$ cat src/rtl/sdw_pkg.sv
package sdw_pkg;
  localparam int LANES = 4;
  localparam int CRCW = 16;
  localparam logic [CRCW-1:0] CRC_POLY = 16'h1021;

  typedef enum logic [3:0] {
    TX_IDLE, TX_LOAD, TX_START, TX_HI, TX_LO, TX_CRC, TX_END, TX_RESP
  } tx_st_t;

  typedef enum logic [1:0] {
    RM_IDLE, RM_WAIT, RM_CAP, RM_BUSY
  } rm_st_t;

  // One serial CRC step: shift in one data bit, MSB-first register.
  function automatic logic [CRCW-1:0] crc16_step(input logic [CRCW-1:0] c,
                                                 input logic b);
    logic fb;
    fb = b ^ c[CRCW-1];
    return {c[CRCW-2:0], 1'b0} ^ (fb ? CRC_POLY : '0);
  endfunction
endpackage

$ cat src/rtl/sdw_lane_crc.sv
module sdw_lane_crc
  import sdw_pkg::*;
(
  input  logic clk,
  input  logic rst_n,
  input  logic clr,
  input  logic upd,
  input  logic shift,
  input  logic din,
  output logic msb
);
  logic [CRCW-1:0] crc_q;

  always_ff @(posedge clk or negedge rst_n) begin
    if (!rst_n)     crc_q <= '0;
    else if (clr)   crc_q <= '0;
    else if (upd)   crc_q <= crc16_step(crc_q, din);
    else if (shift) crc_q <= {crc_q[CRCW-2:0], 1'b0};
  end

  assign msb = crc_q[CRCW-1];
endmodule

$ cat src/rtl/sdw_resp_mon.sv
module sdw_resp_mon
  import sdw_pkg::*;
#(
  parameter int ACKW = 4,
  parameter int TMOW = 16
) (
  input  logic            clk,
  input  logic            rst_n,
  input  logic            clr,
  input  logic            arm,
  input  logic            dat0_in,
  input  logic [TMOW-1:0] tmo_limit,
  output logic [ACKW-1:0] ack_bits,
  output logic            busy,
  output logic            timeout,
  output logic            fin
);
  localparam int CW = $clog2(ACKW) + 1;

  rm_st_t          m_q;
  logic [TMOW-1:0] tcnt_q;
  logic [CW-1:0]   capn_q;
  logic            tmo_hit;
  logic            expire;

  assign tmo_hit = (tcnt_q == tmo_limit - 1'b1);
  assign expire  = ((m_q == RM_WAIT) && dat0_in && tmo_hit) ||
                   ((m_q == RM_BUSY) && !dat0_in && tmo_hit);
  assign fin     = ((m_q == RM_BUSY) && dat0_in) || expire;
  assign busy    = (m_q == RM_BUSY);

  always_ff @(posedge clk or negedge rst_n) begin
    if (!rst_n) begin
      m_q      <= RM_IDLE;
      tcnt_q   <= '0;
      capn_q   <= '0;
      ack_bits <= '0;
      timeout  <= 1'b0;
    end else begin
      if (clr) begin
        ack_bits <= '0;
        timeout  <= 1'b0;
      end
      case (m_q)
        RM_IDLE: if (arm) begin
          m_q    <= RM_WAIT;
          tcnt_q <= '0;
        end
        RM_WAIT: begin
          if (!dat0_in) begin
            m_q    <= RM_CAP;
            capn_q <= '0;
          end else if (expire) begin
            timeout <= 1'b1;
            m_q     <= RM_IDLE;
          end else tcnt_q <= tcnt_q + 1'b1;
        end
        RM_CAP: begin
          ack_bits <= {ack_bits[ACKW-2:0], dat0_in};
          if (capn_q == CW'(ACKW - 1)) begin
            m_q    <= RM_BUSY;
            tcnt_q <= '0;
          end else capn_q <= capn_q + 1'b1;
        end
        RM_BUSY: begin
          if (dat0_in) m_q <= RM_IDLE;
          else if (expire) begin
            timeout <= 1'b1;
            m_q     <= RM_IDLE;
          end else tcnt_q <= tcnt_q + 1'b1;
        end
        default: m_q <= RM_IDLE;
      endcase
    end
  end
endmodule

$ cat src/rtl/sdw_block_writer.sv
module sdw_block_writer
  import sdw_pkg::*;
#(
  parameter int MAX_BYTES = 512,
  parameter int ACKW = 4,
  parameter int TMOW = 16,
  localparam int LENW = $clog2(MAX_BYTES + 1)
) (
  input  logic            clk,
  input  logic            rst_n,
  input  logic            go,
  input  logic [LENW-1:0] blk_len,
  input  logic [TMOW-1:0] tmo_limit,
  input  logic [7:0]      byte_data,
  input  logic            byte_valid,
  output logic            byte_ready,
  input  logic            dat0_in,
  output logic [3:0]      dat_out,
  output logic            dat_oe,
  output logic [ACKW-1:0] ack_bits,
  output logic            busy,
  output logic            timeout,
  output logic            done
);
  localparam int CCW = $clog2(CRCW);

  tx_st_t          st_q;
  logic [7:0]      hold_q;
  logic [LENW-1:0] rem_q;
  logic [CCW-1:0]  ccnt_q;
  logic            done_q;

  // Named internal events, also used by the checker.
  logic            go_acc;
  logic            take;
  logic            fin;
  logic            arm;
  logic            nib_upd;
  logic [3:0]      cur_nib;
  logic [LANES-1:0] lane_msb;
  logic [LENW-1:0] len_eff;

  assign go_acc  = (st_q == TX_IDLE) && go;
  assign len_eff = (blk_len == '0) ? LENW'(MAX_BYTES) : blk_len;
  assign byte_ready = (st_q == TX_LOAD) || ((st_q == TX_LO) && (rem_q != '0));
  assign take    = byte_ready && byte_valid;
  assign arm     = (st_q == TX_END);
  assign nib_upd = (st_q == TX_HI) || (st_q == TX_LO);
  assign cur_nib = (st_q == TX_HI) ? hold_q[7:4] : hold_q[3:0];

  for (genvar k = 0; k < LANES; k++) begin : g_lane
    sdw_lane_crc u_crc (
      .clk  (clk),
      .rst_n(rst_n),
      .clr  (go_acc),
      .upd  (nib_upd),
      .shift(st_q == TX_CRC),
      .din  (cur_nib[k]),
      .msb  (lane_msb[k])
    );
  end

  sdw_resp_mon #(.ACKW(ACKW), .TMOW(TMOW)) u_mon (
    .clk      (clk),
    .rst_n    (rst_n),
    .clr      (go_acc),
    .arm      (arm),
    .dat0_in  (dat0_in),
    .tmo_limit(tmo_limit),
    .ack_bits (ack_bits),
    .busy     (busy),
    .timeout  (timeout),
    .fin      (fin)
  );

  always_ff @(posedge clk or negedge rst_n) begin
    if (!rst_n) begin
      st_q   <= TX_IDLE;
      hold_q <= '0;
      rem_q  <= '0;
      ccnt_q <= '0;
      done_q <= 1'b0;
    end else begin
      done_q <= fin;
      case (st_q)
        TX_IDLE: if (go) begin
          st_q  <= TX_LOAD;
          rem_q <= len_eff;
        end
        TX_LOAD: if (byte_valid) begin
          hold_q <= byte_data;
          rem_q  <= rem_q - 1'b1;
          st_q   <= TX_START;
        end
        TX_START: st_q <= TX_HI;
        TX_HI:    st_q <= TX_LO;
        TX_LO: begin
          if (rem_q != '0) begin
            hold_q <= byte_valid ? byte_data : 8'h00;
            rem_q  <= rem_q - 1'b1;
            st_q   <= TX_HI;
          end else begin
            ccnt_q <= '0;
            st_q   <= TX_CRC;
          end
        end
        TX_CRC: begin
          ccnt_q <= ccnt_q + 1'b1;
          if (ccnt_q == CCW'(CRCW - 1)) st_q <= TX_END;
        end
        TX_END:  st_q <= TX_RESP;
        TX_RESP: if (fin) st_q <= TX_IDLE;
        default: st_q <= TX_IDLE;
      endcase
    end
  end

  always_comb begin
    case (st_q)
      TX_START: dat_out = 4'h0;
      TX_HI,
      TX_LO:    dat_out = cur_nib;
      TX_CRC:   dat_out = lane_msb;
      default:  dat_out = 4'hF;
    endcase
  end

  assign dat_oe = (st_q == TX_START) || nib_upd || (st_q == TX_CRC) || (st_q == TX_END);
  assign done   = done_q;
endmodule

$ cat config.mk
export PLATFORM = sky130hd
export DESIGN_NAME = sdw_block_writer
export DESIGN_NICKNAME = d
export VERILOG_FILES = /design/src/rtl/sdw_pkg.sv /design/src/rtl/sdw_lane_crc.sv /design/src/rtl/sdw_resp_mon.sv /design/src/rtl/sdw_block_writer.sv
export SDC_FILE = /design/constraint.sdc
export NUM_CORES = 1
export LEC_CHECK = 0
export BUFFER_PORTS_ARGS = -buffer_cell sky130_fd_sc_hd__buf_2
export CORE_MARGIN = 1
export CORE_UTILIZATION = 60
export DETAILED_ROUTE_END_ITERATION = 8
export PLACE_DENSITY = 0.79
export SLEW_MARGIN = 20
export SYNTH_ARGS = -nofsm -noshare
export SYNTH_HDL_FRONTEND = slang
export SYNTH_SLANG_ARGS = --single-unit
export TNS_END_PERCENT = 5
$ cat constraint.sdc
create_clock -name clk -period 3.95 [get_ports clk]
set_clock_uncertainty 0.1 [all_clocks]
set_input_delay 0.9875 -clock clk [delete_from_list [all_inputs] [get_ports clk]]
set_output_delay 0.9875 -clock clk [all_outputs]
set_load 0.01 [all_outputs]
# After elaboration in Yosys (flattened, before gate mapping)
# Cells that the tools add are included.
# Widths: inputs -> output; s select.
[totals]
mem_bits_ro = 0
output_inout_bits = 13
memories = 0
ram_bits = 0
latchBits = 0
register_bits = 117
elab_cells = 142
[op_classes]
muxes = 57
n_bitwise = 8
n_lt_le_gt_ge = 0
n_reduce_logical = 33
add_sub_neg = 5
div = 0
eq_ne = 25
shift = 0
multipliers = 0
[ops]
columns = ["cell", "n"]
rows = [
  ["$mux 16", 17],
  ["$pmux 16 s4", 1],
  ["$xor 16x16->16", 4],
  ["$mux 13", 4],
  ["$mux 10", 4],
  ["$mux 4", 8],
  ["$pmux 4 s8", 1],
  ["$pmux 10 s3", 1],
  ["$mux 8", 3],
  ["$ne 2x2->1 const B", 10],
  ["$add 16x1->16 const B", 1],
  ["$eq 16x16->1", 1],
  ["$eq 4x3->1 const B", 4],
  ["$pmux 8 s2", 1],
  ["$sub 16x1->16 const B", 1],
  ["$pmux 4 s3", 1],
  ["$reduce_and 4->1", 3],
  ["$logic_not 10->1", 1],
  ["$mux 2", 5],
  ["$reduce_bool 10->1", 1],
  ["$sub 10x1->10 const B", 1],
  ["$mux 3", 3],
  ["$eq 4x2->1 const B", 2],
  ["$pmux 2 s4", 1],
  ["23 further kinds", 49],
]

# Depth between registers and ports, before layout
# Gate-level depths: netlist of the first run.
[depth]
depth_word = 7
mapped_depth = 13

# Modules after synthesis
# A second synthesis of the first run with hierarchy kept.
[hier_totals]
cells_unflattened = 701
hier_area_um2 = 6439.9
[by_module_without_submodules]
columns = ["mod", "seq_area_each_um2", "instances", "cells_each", "area_per_inst_um2"]
rows = [
  ["sdw_lane_crc", 400.4, 4, 70, 683.2],
  ["sdw_resp_mon", 650.6, 1, 222, 1955.6],
  ["sdw_block_writer", 650.6, 1, 199, 1751.7],
]

# Least setup slack after synthesis of the first run
# OpenSTA, ideal clock, no wires.
[synth_timing]
path_kind = "input to register"
from = "input tmo_limit[0]"
to = "register u_mon.tcnt_q[12]"
arrival_time_ns = 3.447
required_ns = 3.784
path_slack_ns = 0.337
cell_stages = 12
path_buffers = 2
setup_time_ns = 0.066
cell_sequence = "inv_1 > ha_1 > or3b_1 > clkbuf_1 > or3_4 > and3b_1 > a211oi_2 > a21oi_1 > a21o_1 > buf_6 > or4_1 > nand2_1"
[synth_between]
elab_chain_len = 7
word_cells_on_any_way = 9
cone_classes = "add/sub: 1; eq/ne: 1; mux: 4; reduce/logical: 3"
[synth_lines]
columns = ["element", "line", "text"]
rows = [
  ["from (decl)", "sdw_block_writer.sv:13", "input logic [TMOW-1:0] tmo_limit,"],
  ["$sub 16x1->16 (*)", "sdw_resp_mon.sv:26", "assign tmo_hit = (tcnt_q == tmo_limit - 1'b1);"],
  ["$eq 16x16->1 (*)", "sdw_resp_mon.sv:26", ""],
  ["$logic_and 1x1->1, on equally long branches", "sdw_resp_mon.sv:27, sdw_resp_mon.sv:28", ""],
  ["$logic_or 1x1->1 (*)", "sdw_resp_mon.sv:27", "assign expire = ((m_q == RM_WAIT) && dat0_in && tmo_hit) ||"],
  ["$mux 16 (*)", "n/a", ""],
  ["$mux 16, on equally long branches", "n/a", ""],
  ["$pmux 16 s4 (*)", "n/a", ""],
  ["to (signal assigned)", "sdw_resp_mon.sv:56", "end else tcnt_q <= tcnt_q + 1'b1;"],
  ["to (signal assigned)", "sdw_resp_mon.sv:70", "end else tcnt_q <= tcnt_q + 1'b1;"],
  ["to (decl)", "sdw_resp_mon.sv:21", "logic [TMOW-1:0] tcnt_q;"],
]
# Mark *: on every way between the ends. The rest lies on a longest branch, timed or not. The select of a mux whose other input is x is not followed.
# A chain may end at the register's enable or synchronous reset.

# Final worst setup path of the first run
[layout_timing]
from = "register rem_q[0]"
to = "register hold_q[5]"
[layout_between]
elab_chain_len = 3
[layout_lines]
columns = ["element", "line", "text"]
rows = [
  ["from (decl)", "sdw_block_writer.sv:29", "logic [LENW-1:0] rem_q;"],
  ["from (signal assigned)", "sdw_block_writer.sv:88", "rem_q <= len_eff;"],
  ["from (signal assigned)", "sdw_block_writer.sv:92", "rem_q <= rem_q - 1'b1;"],
  ["from (signal assigned)", "sdw_block_writer.sv:100", "rem_q <= rem_q - 1'b1;"],
  ["$reduce_bool 10->1", "sdw_block_writer.sv:98", "if (rem_q != '0) begin"],
  ["$ne 2x1->1 (no line)", "n/a", ""],
  ["$reduce_and 3->1 (no line)", "n/a", ""],
  ["to (signal assigned)", "sdw_block_writer.sv:91", "hold_q <= byte_data;"],
  ["to (signal assigned)", "sdw_block_writer.sv:99", "hold_q <= byte_valid ? byte_data : 8'h00;"],
  ["to (decl)", "sdw_block_writer.sv:28", "logic [7:0] hold_q;"],
]
# Every way passes these cells.

==> flow_metrics.env, run 1 <==
export IMPL_status="finished clean"
export IMPL_critPathLaunchType="flip-flop"
export IMPL_synth_top_area_cell="dfrtp_1"
export IMPL_rsz0062_at_grt="no"
export IMPL_critPathArrivalTime_ps=3840
export IMPL_critPathKind="flip-flop to flip-flop"
export IMPL_clock_tree_root_cell="clkbuf_8"
export IMPL_ant_nets=0
export IMPL_max_cap_viol_count=0
export IMPL_htreeDepth=4
export IMPL_pre_cts_ws_ps=48.4
export IMPL_insertion_delay_ps=520
export IMPL_synth_ff_type="dfrtp_1"
export IMPL_p_leak_nw=3.38
export IMPL_worst_path_buf_inv=1
export IMPL_finalSetupTns_ps=0
export IMPL_vdd_drop_max_uv=394
export IMPL_coreArea_sq_um=9820
export IMPL_worst_slack_ps=392
export IMPL_synth_edff_count=0
export IMPL_grt_pass1_vias=5124
export IMPL_area_growth_pct=16.0
export IMPL_dr_pass1_iters=5
export IMPL_critPathRequiredTime_ps=4230
export IMPL_hold_path_class="flip-flop to flip-flop"
export IMPL_fmax_mhz=281
export IMPL_yosysWarnings=0
export IMPL_worstMarginPinSlew_ps=1110
export IMPL_syn_area_sq_um=6100
export IMPL_cts_sinks=116
export IMPL_synthArstFlopShare=1.00
export IMPL_rows=36
export IMPL_wl_mm=14.5
export IMPL_drt_iter0_drc=422
export IMPL_clk_pin_slew_ps=50
export IMPL_drc_errors=0
export IMPL_r2r_cells=10
export IMPL_yosys_area_share_simple=0.264
export IMPL_drive_above_1_share=0.142
export IMPL_synth_xor_area_frac=0.0517
export IMPL_clock_path_buffers=2
export IMPL_synthCells=708
export IMPL_hpwlAfterDp_mm=9.07
export IMPL_yosysSeqAreaShare=0.476
export IMPL_synth_nets=753
export IMPL_cp_depth=10
export IMPL_crit_chain="inv_1 -> ha_1 -> nor3b_1 -> nand2b_1 -> nor3b_1 -> or2_2 -> a211oi_1 -> nand2_1 -> nand2_1 -> o21ai_1"
export IMPL_fin_nets=794
export IMPL_syn_area_per_cell_sq_um=8.62
export IMPL_hold_viol_final=0
export IMPL_grt_max_degree=88
export IMPL_die_x_um=103
export IMPL_cts_resized=0
export IMPL_synth_compound_area_share=0.146
export IMPL_vias=5388
export IMPL_synth_distinct_cells=64
export IMPL_cp_slowest_cell="a211oi_1"
export IMPL_finalPower_mw=5.29
export IMPL_slew_headroom=0.253
export IMPL_initial_core_util=0.621
export IMPL_die_area_sq_um=10600
export IMPL_slew_violations=0
export IMPL_antenna_found_initial=0
export IMPL_synth_seq_cells=116
export IMPL_diodes=0
export IMPL_die_height_um=103
export IMPL_p_per_area_nw_per_um2=748
export IMPL_period_needed_ps=3560
export IMPL_crit_family="simple AND/OR/NAND/NOR gates"
export IMPL_synthAdderAreaFrac=0.0142
export IMPL_synth_top_family_by_area="simple AND/OR/NAND/NOR gates"
export IMPL_cp_max_fo=16
export IMPL_wl_per_cell_um=16.2
export IMPL_cts_buffers=17
export IMPL_dp_cells=863
export IMPL_pin_count=52
export IMPL_yosys_top_cells_area="dfrtp_1 48%, nand2_1 10%, nand3_1 6.3%, xnor2_1 3.6%, o21ai_0 2.6%"
export IMPL_via_per_inst=6.03
export IMPL_postCtsSetupBuffers=0
export IMPL_grt_pass1_wl_mm=23.7
export IMPL_grt_ovfl_total=0
export IMPL_finalCritPeriodShare=0.901
export IMPL_finalSetupViolations=0
export IMPL_fin_cells=893
export IMPL_slowest_delay_ps=940
export IMPL_cts_tree="done"
export IMPL_place_congestion=0.874
export IMPL_track_usage=0.290
export IMPL_endpoint_kind="flip-flop"
export IMPL_holdPathStages=2
export IMPL_synthMuxAreaShare=0.00841
export IMPL_synth_top_area_frac=0.476
export IMPL_cts_hold_buf=0
export IMPL_port_buffers=51
==> routing by layer <==
metal | global-route usage | share of wire | routed length (um)
met5 | 0 | 0 | 0
met4 | 0.0867 | 0.0063 | 91
met3 | 0.0705 | 0.040 | 585
met2 | 0.490 | 0.51 | 7360
met1 | 0.371 | 0.44 | 6430
==> cell usage after synthesis, types with 2 or more instances <==
master / count
o22ai_1: 6
o31ai_1: 7
nor3_1: 9
nand3_1: 77
o211ai_1: 16
buf_1: 2
a21o_1: 3
o21bai_1: 2
o41ai_1: 2
a21oi_1: 28
nor4_1: 10
buf_4: 2
buf_2: 2
dfrtp_1: 116
nor2_1: 33
clkbuf_1: 34
xor2_1: 11
nand2b_1: 3
nor4_2: 2
nand3b_1: 2
o21a_1: 2
mux2i_1: 4
a22oi_1: 6
inv_1: 18
o22a_1: 2
nand2_1: 170
or3_1: 6
o21ai_0: 32
or2_2: 4
a31oi_1: 3
a22o_1: 2
ha_1: 6
nand4_1: 3
xnor2_1: 25
or4_1: 12
a211oi_1: 5
and3_1: 3
nor3b_1: 3
o21ai_1: 7
and4_1: 4
==> layout make-up <==
cell class	instances	area [sq um]
clock buffer	22	463
clock inverter	8	150
fill	730	2740
inverter	19	71.3
multi-input combinational	532	2970
sequential	116	2900
tap	133	166
timing repair buffer	63	352
==> placed cells by master, fill, tap and decap left out, types with 16 or more instances in the layout <==
master     count
o21ai_0       32
inv_1         18
nand3_1       76
xnor2_1       25
nand2_1      170
nor2_1        33
o211ai_1      16
dfrtp_1      116
buf_2         50
clkbuf_16     16
a21oi_1       27
==> tightest hold or removal path: stages (launching register included) <==
cell	delay, ps
dfrtp_1	340
nand2_1	50
nand2_1	40
==> per-stage QoR <==
| stage | cell area, sq um | util | hold WS (ps) |
|---|---|---|---|
| after floorplan | 6100 | - | 338 |
| after global placement | 6460 | 0.658 | 345 |
| after global routing | 7080 | 0.721 | 374 |
| final | 7080 | 0.721 | 363 |
| after detailed placement | 6460 | 0.658 | 350 |
| after CTS | 7070 | 0.720 | 367 |
==> cells by family (layout without fill, tap and decap cells) <==
group           count (synthesis)  in the layout
xor+xnor                       36             36
buf+inv                        60            112
mux                             5              5
fa+ha+maj                       7              7
compound gates                137            137
flops                         116            116
simple gates                  347            347
==> worst paths after layout <==
kind	start	end	slack, ps
setup / recovery	rem_q[0]	hold_q[5]	390
hold reg to reg	g_lane[0].u_crc.crc_q[8]	g_lane[0].u_crc.crc_q[9]	360
setup reg to reg	rem_q[0]	hold_q[5]	390
max in group asynchronous	rst_n	u_mon.tcnt_q[11]	2560
min in group asynchronous	rst_n	rem_q[0]	420
hold / removal	g_lane[0].u_crc.crc_q[8]	g_lane[0].u_crc.crc_q[9]	360
==> state kept, by name (all words and copies together), names as in the netlist <==
| name | count |
|---|---|
| u_mon.capn_q | 3 |
| ccnt_q | 4 |
| u_mon.timeout | 1 |
| rem_q | 10 |
| u_mon.ack_bits | 4 |
| done | 1 |
| st_q | 3 |
| u_mon.tcnt_q | 16 |
| hold_q | 8 |
| g_lane.u_crc.crc_q | 64 |
| u_mon.m_q | 2 |
==> power breakdown <==
group / total (mW) / switching [mW] / leakage (nW) / internal [mW]
logic: 1.73 / 1.10 / 1.55 / 0.631
clock network: 1.59 / 0.524 / 0.297 / 1.07
registers: 1.97 / 0.374 / 1.53 / 1.59
Note: power is estimated with default switching activity, not from simulation.
==> run 2: changes to the inputs <==
ABC_AREA = 1   (was default)
CORE_UTILIZATION = 55   (was 60)
PLACE_DENSITY = 0.73   (was 0.79)
==> flow_metrics.env, run 2 <==
export IMPL_status="finished clean"
export IMPL_synth_top_area_cell="dfrtp_1"
export IMPL_initial_core_util=0.576
export IMPL_period_needed_ps=3470
export IMPL_synth_ff_type="dfrtp_1"
export IMPL_n_fill_cell=841
export IMPL_grt_pass1_wl_mm=22.8
export IMPL_pwr_share_comb=0.399
export IMPL_yosys_top_cells_area="dfrtp_1 48%, nand2_1 10%, inv_1 7.7%, o22ai_1 6.5%, nor2_1 4.8%"
export IMPL_top_register="g_lane.u_crc.crc_q"
export IMPL_rrSetupSlack_ps=1430
export IMPL_p_sw_mw=2.30
export IMPL_synth_distinct_cells=41
export IMPL_via_per_inst=5.42
export IMPL_synthCells=770
export IMPL_rows=37
export IMPL_synth_nets=815
export IMPL_critPathArrivalTime_ps=2380
export IMPL_seqPwrFrac=0.329
export IMPL_ant_nets=0
export IMPL_synth_edff_count=0
export IMPL_cp_max_fo=4
export IMPL_synthArstFlopShare=1.00
export IMPL_synth_seq_cells=116
export IMPL_wl_mm=13.5
export IMPL_max_cap_viol_count=0
export IMPL_die_area_sq_um=11400
export IMPL_clock_tree_root_cell="clkbuf_8"
export IMPL_grt_pass1_vias=5047
export IMPL_hpwlAfterDp_mm=9.46
export IMPL_cts_tree="done"
export IMPL_hold_viol_final=0
export IMPL_finalCritPeriodShare=0.879
export IMPL_drc_errors=0
export IMPL_syn_area_sq_um=6050
export IMPL_dr_pass1_iters=5
export IMPL_insertion_delay_ps=520
export IMPL_hold_path_class="flip-flop to flip-flop"
export IMPL_yosysSeqAreaShare=0.480
export IMPL_drive_above_1_share=0.139
export IMPL_layout_common_cells="168 x nand2_1, 124 x inv_1, 116 x dfrtp_1"
export IMPL_critPathRequiredTime_ps=2860
export IMPL_cts_buffers=17
export IMPL_grt_max_degree=60
export IMPL_p_per_area_nw_per_um2=784
export IMPL_fin_nets=871
export IMPL_finalPower_mw=5.53
export IMPL_final_util=0.671
export IMPL_place_congestion=0.900
export IMPL_drt_iter0_drc=306
export IMPL_die_height_um=107
export IMPL_synthTopCellsByCount="169 x nand2_1, 124 x inv_1, 116 x dfrtp_1"
export IMPL_area_growth_pct=16.5
export IMPL_p_leak_nw=3.44
export IMPL_postCtsSetupBuffers=0
export IMPL_critPathKind="flip-flop to primary output"
export IMPL_slew_violations=0
export IMPL_finalSetupTns_ps=0
export IMPL_top_regs="g_lane.u_crc.crc_q (64), u_mon.tcnt_q (16), rem_q (10)"
export IMPL_synth_most_common_cell="nand2_1"
export IMPL_fmax_mhz=288
export IMPL_crit_top_cell="inv_1"
export IMPL_cts_sinks=116
export IMPL_largest_reg_flops=64
export IMPL_slew_headroom=0.499
export IMPL_wl_per_cell_um=13.8
export IMPL_clock_path_buffers=2
export IMPL_cp_slowest_cell="dfrtp_1"
export IMPL_clk_pin_slew_ps=60
export IMPL_pwr_share_clk=0.272
export IMPL_critPathLaunchType="flip-flop"
export IMPL_cts_resized=0
export IMPL_die_x_um=107
export IMPL_pin_count=52
export IMPL_p_int_mw=3.22
export IMPL_syn_area_per_cell_sq_um=7.86
export IMPL_antenna_found_initial=0
export IMPL_synth_top_area_frac=0.480
export IMPL_vdd_drop_max_uv=417
export IMPL_diodes=0
export IMPL_track_usage=0.253
export IMPL_finalSetupViolations=0
export IMPL_htreeDepth=4
export IMPL_grt_ovfl_total=0
export IMPL_crit_chain="inv_1 -> ha_1 -> inv_1 -> nor2_1 -> nand2_1 -> nor2_1 -> inv_1 -> nor3_1 -> nand2_1 -> inv_1 -> nor2_1 -> buf_2"
export IMPL_worstMarginPinSlew_ps=752
export IMPL_cts_hold_buf=0
export IMPL_slowest_delay_ps=400
export IMPL_vias=5282
export IMPL_p_sw_frac=0.417
export IMPL_port_buffers=51
export IMPL_final_common_cell="nand2_1"
export IMPL_yosysWarnings=0
export IMPL_coreArea_sq_um=10500
export IMPL_endpoint_kind="primary output"
export IMPL_rsz0062_at_grt="no"
run 2: cell types whose count changed after synthesis, sizes merged, moves of 22 or more:
cell	before	now
o21ai	39	64
nand3	77	46
nor2	33	87
a21oi	28	4
o22ai	6	63
clkbuf	34	12
inv	19	126
run 2: layout make-up:
class | count | area [sq um] | share of cell area
flip-flops and latches | 116 | 2900 | 0.412
multi-input cells | 506 | 2590 | 0.367
inverters | 127 | 479 | 0.0680
clock buffers | 17 | 414 | 0.0588
repair buffers | 58 | 323 | 0.0458
well taps | 136 | 170 | 0.0241
clock inverters | 15 | 169 | 0.0240
run 2: cells by family (layout without fill, tap and decap cells):
logic type               count (synthesis)  count (layout)  synth area share
AND/OR/NAND/NOR                        326             326             0.228
XOR/XNOR                                28              28            0.0405
buffers and inverters                  148             217            0.0949
flip-flops                             116             116             0.480
adder cells (fa/ha/maj)                  6               6            0.0124
AO/OA/AOI/OAI                          146             146             0.144
run 2: metal layers:
metal	track usage	wire, um
met5	0	0
met2	0.409	6480
met1	0.337	6220
met3	0.0511	495
met4	0.0969	264
run 2: metrics by stage:
step | area, sq um | hold slack [ps] | std cells | setup WS (ps)
finish | 7050 | 394 | 975 | 478
global route | 7050 | 431 | 975 | 208
CTS | 7040 | 402 | 975 | 488
detailed placement | 6460 | 380 | 943 | 815
global placement | 6460 | 368 | 943 | 947
floorplan | 6050 | 353 | 770 | 1240
run 2: worst paths after layout:
check,startpoint,end,cells past startpoint
setup / recovery,rem_q[0],byte_ready,12
hold / removal,u_mon.timeout,u_mon.timeout,2
setup reg to reg,rem_q[0],rem_q[4],13
hold reg to reg,u_mon.timeout,u_mon.timeout,2
max in group asynchronous,rst_n,u_mon.tcnt_q[10],3
min in group asynchronous,rst_n,g_lane[1].u_crc.crc_q[7],1
run 2: critical path, delay by kind of cell, from the launching register on:
family        cells  cell delay [ps]
fa+ha+maj         1              170
buf+inv           5              500
flops             1              400
simple gates      6              810
run 2: power groups by stage:
stage,combinational (mW),sequential (mW),clock (mW)
6_report,2.20,1.82,1.50
5_1_grt,2.49,1.87,1.58
4_1_cts,2.19,1.82,1.52
3_5_place_dp,2.18,1.83,0
3_3_place_gp,2.09,1.82,0
2_1_floorplan,1.67,1.78,0
